**config.mk**
```make
export PLATFORM = sky130hd
export DESIGN_NAME = nand_op_seq
export DESIGN_NICKNAME = d
export VERILOG_FILES = /design/src/rtl/nand_op_seq.sv
export SDC_FILE = /design/constraint.sdc
export NUM_CORES = 1
export LEC_CHECK = 0
export BUFFER_PORTS_ARGS = -buffer_cell sky130_fd_sc_hd__buf_2
export CAP_MARGIN = 10
export CORE_MARGIN = 2
export CORE_UTILIZATION = 63
export CTS_BUF_LIST = sky130_fd_sc_hd__clkbuf_2 sky130_fd_sc_hd__clkbuf_4 sky130_fd_sc_hd__clkbuf_8
export DETAILED_ROUTE_END_ITERATION = 10
export GPL_ROUTABILITY_DRIVEN = 0
export PLACE_DENSITY = 0.82
export RECOVER_POWER = 25
export SYNTH_ARGS = -nofsm -noshare
export SYNTH_HDL_FRONTEND = slang
export SYNTH_SLANG_ARGS = --single-unit
```
**constraint.sdc**
```tcl
create_clock -name clk -period 4.3 [get_ports clk]
set_input_delay 0.43 -clock clk [delete_from_list [all_inputs] [get_ports clk]]
set_output_delay 0.43 -clock clk [all_outputs]
set_load 0.05 [all_outputs]
```
**src/rtl/nand_op_seq.sv**
```systemverilog
module nand_op_seq #(
  parameter int BUF_BYTES = 16,
  parameter logic [11:0] TIMING_RST = 12'h375,
  localparam int BW = $clog2(BUF_BYTES),
  localparam int CW = BW + 1
) (
  input  logic        clk,
  input  logic        rst_n,
  input  logic        reg_wr,
  input  logic [BW:0] reg_addr,
  input  logic [31:0] reg_wdata,
  output logic [31:0] reg_rdata,
  output logic        nf_cle,
  output logic        nf_ale,
  output logic        nf_we_n,
  output logic        nf_re_n,
  output logic [3:0]  nf_ce_n,
  output logic [7:0]  nf_dq_out,
  output logic        nf_dq_oe,
  input  logic [7:0]  nf_dq_in,
  input  logic        nf_rb
);
  localparam logic [2:0] S_IDLE = 3'd0, S_CMD1 = 3'd1, S_ADDR = 3'd2, S_WDAT = 3'd3,
                         S_CMD2 = 3'd4, S_WAIT = 3'd5, S_RDAT = 3'd6;

  logic [2:0]    st;
  logic [11:0]   op_q;
  logic [15:0]   cmd_q;
  logic [31:0]   alo_q, ahi_q;
  logic [7:0]    cnt_q;
  logic [11:0]   tim_q;
  logic [3:0]    tcnt;
  logic          hi;
  logic [CW-1:0] idx;
  logic [7:0]    bufm [BUF_BYTES];

  logic          idle, bus_st, start;
  logic [3:0]    wl, rl, hl, low_len;
  logic [CW-1:0] neff, lim;
  logic [63:0]   a64;

  assign idle   = (st == S_IDLE);
  assign bus_st = (st == S_CMD1) || (st == S_ADDR) || (st == S_WDAT) || (st == S_CMD2) || (st == S_RDAT);
  assign start  = reg_wr && idle && (reg_addr == '0);
  assign wl     = (tim_q[3:0] == 4'd0) ? 4'd1 : tim_q[3:0];
  assign rl     = (tim_q[7:4] == 4'd0) ? 4'd1 : tim_q[7:4];
  assign hl     = (tim_q[11:8] == 4'd0) ? 4'd1 : tim_q[11:8];
  assign low_len = (st == S_RDAT) ? rl : wl;
  assign neff   = (cnt_q > 8'(BUF_BYTES)) ? CW'(BUF_BYTES) : cnt_q[CW-1:0];
  assign lim    = (st == S_ADDR) ? CW'(op_q[11:9]) :
                  ((st == S_WDAT) || (st == S_RDAT)) ? neff : CW'(1);
  assign a64    = {ahi_q, alo_q};

  function automatic logic [2:0] next_phase(input logic [2:0] s, input logic [11:0] op,
                                            input logic [CW-1:0] n);
    logic [2:0] r;
    logic ok;
    r = S_IDLE;
    for (int k = 6; k >= 1; k--) begin
      case (k)
        1:       ok = op[6];
        2:       ok = op[5] && (op[11:9] != 3'd0);
        3:       ok = op[4] && (n != '0);
        4:       ok = op[3];
        5:       ok = op[2];
        default: ok = op[1] && (n != '0);
      endcase
      if ((3'(k) > s) && ok) r = 3'(k);
    end
    return r;
  endfunction

  always_ff @(posedge clk or negedge rst_n) begin
    if (!rst_n) begin
      st <= S_IDLE; op_q <= '0; cmd_q <= '0; alo_q <= '0; ahi_q <= '0;
      cnt_q <= '0; tim_q <= TIMING_RST; tcnt <= '0; hi <= 1'b0; idx <= '0;
      for (int i = 0; i < BUF_BYTES; i++) bufm[i] <= '0;
    end else begin
      if (idle && reg_wr) begin
        if (reg_addr[BW]) bufm[reg_addr[BW-1:0]] <= reg_wdata[7:0];
        else case (reg_addr[BW-1:0])
          0: op_q  <= reg_wdata[11:0];
          1: cmd_q <= reg_wdata[15:0];
          2: alo_q <= reg_wdata;
          3: ahi_q <= reg_wdata;
          4: cnt_q <= reg_wdata[7:0];
          5: tim_q <= reg_wdata[11:0];
          default: ;
        endcase
      end
      if (start) begin
        st <= next_phase(S_IDLE, reg_wdata[11:0], neff);
        tcnt <= '0; hi <= 1'b0; idx <= '0;
        if (!reg_wdata[4]) for (int i = 0; i < BUF_BYTES; i++) bufm[i] <= '0;
      end else if (bus_st) begin
        if (!hi) begin
          if (tcnt == low_len - 4'd1) begin
            hi <= 1'b1; tcnt <= '0;
            if (st == S_RDAT) bufm[idx[BW-1:0]] <= nf_dq_in;
          end else tcnt <= tcnt + 4'd1;
        end else if (tcnt == hl - 4'd1) begin
          hi <= 1'b0; tcnt <= '0;
          if (idx + CW'(1) == lim) begin
            idx <= '0;
            st <= next_phase(st, op_q, neff);
          end else idx <= idx + CW'(1);
        end else tcnt <= tcnt + 4'd1;
      end else if (st == S_WAIT) begin
        if (tcnt == hl - 4'd1) begin
          if (nf_rb) begin st <= next_phase(st, op_q, neff); tcnt <= '0; end
        end else tcnt <= tcnt + 4'd1;
      end
    end
  end

  assign nf_cle   = (st == S_CMD1) || (st == S_CMD2);
  assign nf_ale   = (st == S_ADDR);
  assign nf_dq_oe = bus_st && (st != S_RDAT);
  assign nf_we_n  = !(nf_dq_oe && !hi);
  assign nf_re_n  = !((st == S_RDAT) && !hi);
  assign nf_ce_n  = idle ? 4'hF : ~(4'b0001 << op_q[8:7]);

  always_comb begin
    case (st)
      S_CMD1:  nf_dq_out = cmd_q[7:0];
      S_CMD2:  nf_dq_out = cmd_q[15:8];
      S_ADDR:  nf_dq_out = a64[{idx[2:0], 3'b000} +: 8];
      S_WDAT:  nf_dq_out = bufm[idx[BW-1:0]];
      default: nf_dq_out = 8'h00;
    endcase
  end

  always_comb begin
    reg_rdata = '0;
    if (reg_addr[BW]) reg_rdata = {24'd0, bufm[reg_addr[BW-1:0]]};
    else case (reg_addr[BW-1:0])
      0: reg_rdata = {20'd0, op_q};
      1: reg_rdata = {16'd0, cmd_q};
      2: reg_rdata = alo_q;
      3: reg_rdata = ahi_q;
      4: reg_rdata = {24'd0, cnt_q};
      5: reg_rdata = {20'd0, tim_q};
      6: reg_rdata = {31'd0, idle};
      default: reg_rdata = '0;
    endcase
  end

  assert_latch_excl_R5: assert property (@(posedge clk) disable iff (!rst_n) !(nf_cle && nf_ale));
  assert_ce_single_R3: assert property (@(posedge clk) disable iff (!rst_n) $countones(~nf_ce_n) <= 1);
  assert_strobe_excl_R6: assert property (@(posedge clk) disable iff (!rst_n) !(!nf_we_n && !nf_re_n));
  assert_wait_hold_R7: assert property (@(posedge clk) disable iff (!rst_n)
    (st == S_WAIT && !nf_rb) |=> (st == S_WAIT));
  assert_busy_ignore_R11: assert property (@(posedge clk) disable iff (!rst_n)
    (!idle && reg_wr) |=> ($stable(op_q) && $stable(cmd_q) && $stable(tim_q)));
  assert_idle_quiet_R10: assert property (@(posedge clk) disable iff (!rst_n)
    (reg_rdata[0] && reg_addr == 5'd6) |-> (nf_ce_n == 4'hF && nf_we_n && nf_re_n));
endmodule

```
==> flow_summary.yaml <==
status:
  status: "finished, final reports clean"
floorplan:
  die_w_um: 171
  io_pins: 98
  num_rows: 60
  die_height_um: 171
  dieArea_um2: 29100
  start_util_pct: 64.5
  core_area_um2: 27100
routing:
  firstDrtPassIters: 7
  detail-route-antenna-nets: 0
  via_per_inst: 7.70
  wire_per_inst_um: 28.0
  drtIter0Drc: 2917
  wirelength_um: 61300
  remaining_drc_errors: 0
  vias: 16800
grt:
  use_met2_pct: 59.2
  grt_start_max_net_pins: 127
  gr-usage-met1_pct: 58.2
  grt_first_pass_wirelength_um: 94500
  top_usage_layer: "met2"
  grtUsageMet3_pct: 16.5
  overflow: 0
  antenna_found_initial: 3
  grt_pass1_vias: 15900
  grt_usage_pct: 42.6
sta:
  drv_slew: 0
  rsz0062_at_grt: "false"
  slew-limit-headroom_pct: 11.9
  worst_pin_slew_ns: 1.32
  period_needed_ns: 4.05
  fin_setup_tns_ns: 0
  fmax_mhz: 247
  hold_violations: 0
  hold_ws_ns: 0.0738
  setup_viol: 0
  finalCritPeriodShare_pct: 94.1
  finalClockSkew_ns: 0.0229
logic_synthesis:
  yosys.area.top_type: "dfrtp_1"
  syn_area_per_cell_um2: 9.88
  synth-seq-area-share_pct: 36.3
  yosys.area.top_type_share_pct: 35.2
  synth_cells: 1770
  synth.distinct_cells: 73
  synth_nets: 1826
  yosysMostFrequentCell: "dfrtp_1"
  synth_common_cells: "246 x dfrtp_1, 203 x o21ai_0, 128 x clkbuf_1"
  ys_warn_count: 0
  async_flop_share_pct: 100
  synth_edf_count: 0
  yosys_register_bits: 253
  synth_ff_type: "dfrtp_1"
  ys_top_cells_by_area: "dfrtp_1 35%, mux4_2 12%, mux2_2 6.5%, o21ai_0 5.8%, o221ai_1 4.3%"
  netlist_area_um2: 17500
clock_network:
  hold_buffers: 1
  cts_resized: 0
  clock_sinks: 253
  clk_path_buf_depth: 3
  cts_root_buf: "clkbuf_8"
  tritoncts: "done"
  clk_latency_ns: 0.61
  cts_buffers: 45
  clkTransAtPathRegs_ns: 0.06
  post-cts-setup-buffers: 0
  cts-htree-levels: 2
worst_setup_path:
  cpMaxStageDelayCell: "or4b_1"
  critPathTopFamily: "simple AND/OR/NAND/NOR gates"
  rrSetupSlack_ns: 0.25
  path_buf_inv: 0
  cp-start-kind: "flop"
  critical_path.max_stage_delay_ns: 0.89
  crit_chain: "nand3b_1 -> nor3_1 -> or2_2 -> ha_1 -> xor2_1 -> a211o_1 -> or4b_1 -> a211o_1 -> or2_0 -> o221ai_2"
  worst_path_most_repeated_cell: "a211o_1"
  critPathMaxFanout: 17
  crit_path_end_kind: "flop"
  critPathRequiredTime_ns: 4.80
  critPathKind: "flop to flop"
  crit_arrival_ns: 4.55
min_path:
  hold_class: "input pin to flop"
cells_and_area:
  final_layout_size_suffix_gt1_share_pct: 26.9
  nets: 1834
  fillers: 1929
  area_growth_pct: 9.40
  finalNonFillerCells: 2187
job:
  cap_violations: 0
pwr:
  powerDensity_nw_per_um2: 705
  irDropWorstVdd_mv: 0.541
  power.leakage_nw: 7.98
placement:
  portBuffers: 97
  dpl.hpwl_um: 38900
  dpl.cell_count: 2102
==> stage by stage <==
stage | util, % | power [mW] | area [µm²] | setup slack (ns)
3_5_place_dp | 67.0 | 10.7 | 18100 | 0.404
6_report | 70.6 | 13.5 | 19100 | 0.253
5_1_grt | 70.6 | 14.0 | 19100 | 0.138
3_3_place_gp | 67.0 | 10.4 | 18100 | 0.531
4_1_cts | 70.6 | 13.1 | 19100 | 0.379
2_1_floorplan | - | 8.73 | 17500 | 0.890
==> sequential cells by signal (all words and copies together), names as in the netlist <==
register,count
cmd_q,16
cnt_q,8
alo_q,32
bufm,128
ahi_q,32
op_q,12
hi,1
tim_q,12
idx,5
st,3
tcnt,4
==> cell type report <==
| cell class | instances | area, µm² | share of cell area, % |
|---|---|---|---|
| flip-flops and latches | 253 | 6340 | 33.2 |
| clock buffers | 76 | 915 | 4.78 |
| repair buffers | 152 | 957 | 5.00 |
| inverters | 16 | 60.1 | 0.314 |
| well taps | 372 | 465 | 2.43 |
| diodes | 2 | 5.00 | 0.0262 |
| clock inverters | 6 | 51.3 | 0.268 |
| multi-input cells | 1310 | 10300 | 54.0 |
==> cells in the final DEF (no fill, tap or decap), drive strengths merged, types with 77 or more instances in the layout <==
cell    synthesis  final
o221ai        106    106
clkbuf        128     77
nand2         120    120
a21oi          81     81
mux4           96     96
mux2          101    101
dfrtp         246    246
nand3          84     84
o21ai         204    204
nor2          123    123
buf            63    150
==> metal layers <==
layer,share of wire [%],vias to the layer above
li1,-,6768
met5,0,-
met4,6.3,0
met3,17,349
met1,35,8117
met2,41,1602
==> logic make-up after synthesis <==
| logic type | after synthesis | synth area share (%) |
|---|---|---|
| mux | 258 | 22.4 |
| fa+ha+maj | 7 | 0.501 |
| xor+xnor | 17 | 0.852 |
| flops | 253 | 36.3 |
| compound gates | 541 | 21.2 |
| simple gates | 487 | 13.7 |
| buf+inv | 207 | 5.05 |
==> path summary, 6_finish.rpt <==
kind / start / cells past startpoint / endpoint
min: reg_wdata[23] / 2 / ahi_q[23]
min reg2reg: op_q[0] / 2 / op_q[0]
max in group asynchronous: rst_n / 3 / bufm[6]
min in group asynchronous: rst_n / 2 / bufm[63]
max reg2reg: st[0] / 10 / bufm[107]
max: st[0] / 10 / bufm[107]
==> power breakdown <==
group	switching [mW]	internal (mW)	total, mW
registers	1.12	3.37	4.48
clock network	1.12	1.35	2.46
logic	3.81	2.73	6.54
Note: power is estimated with default switching activity, not from simulation.
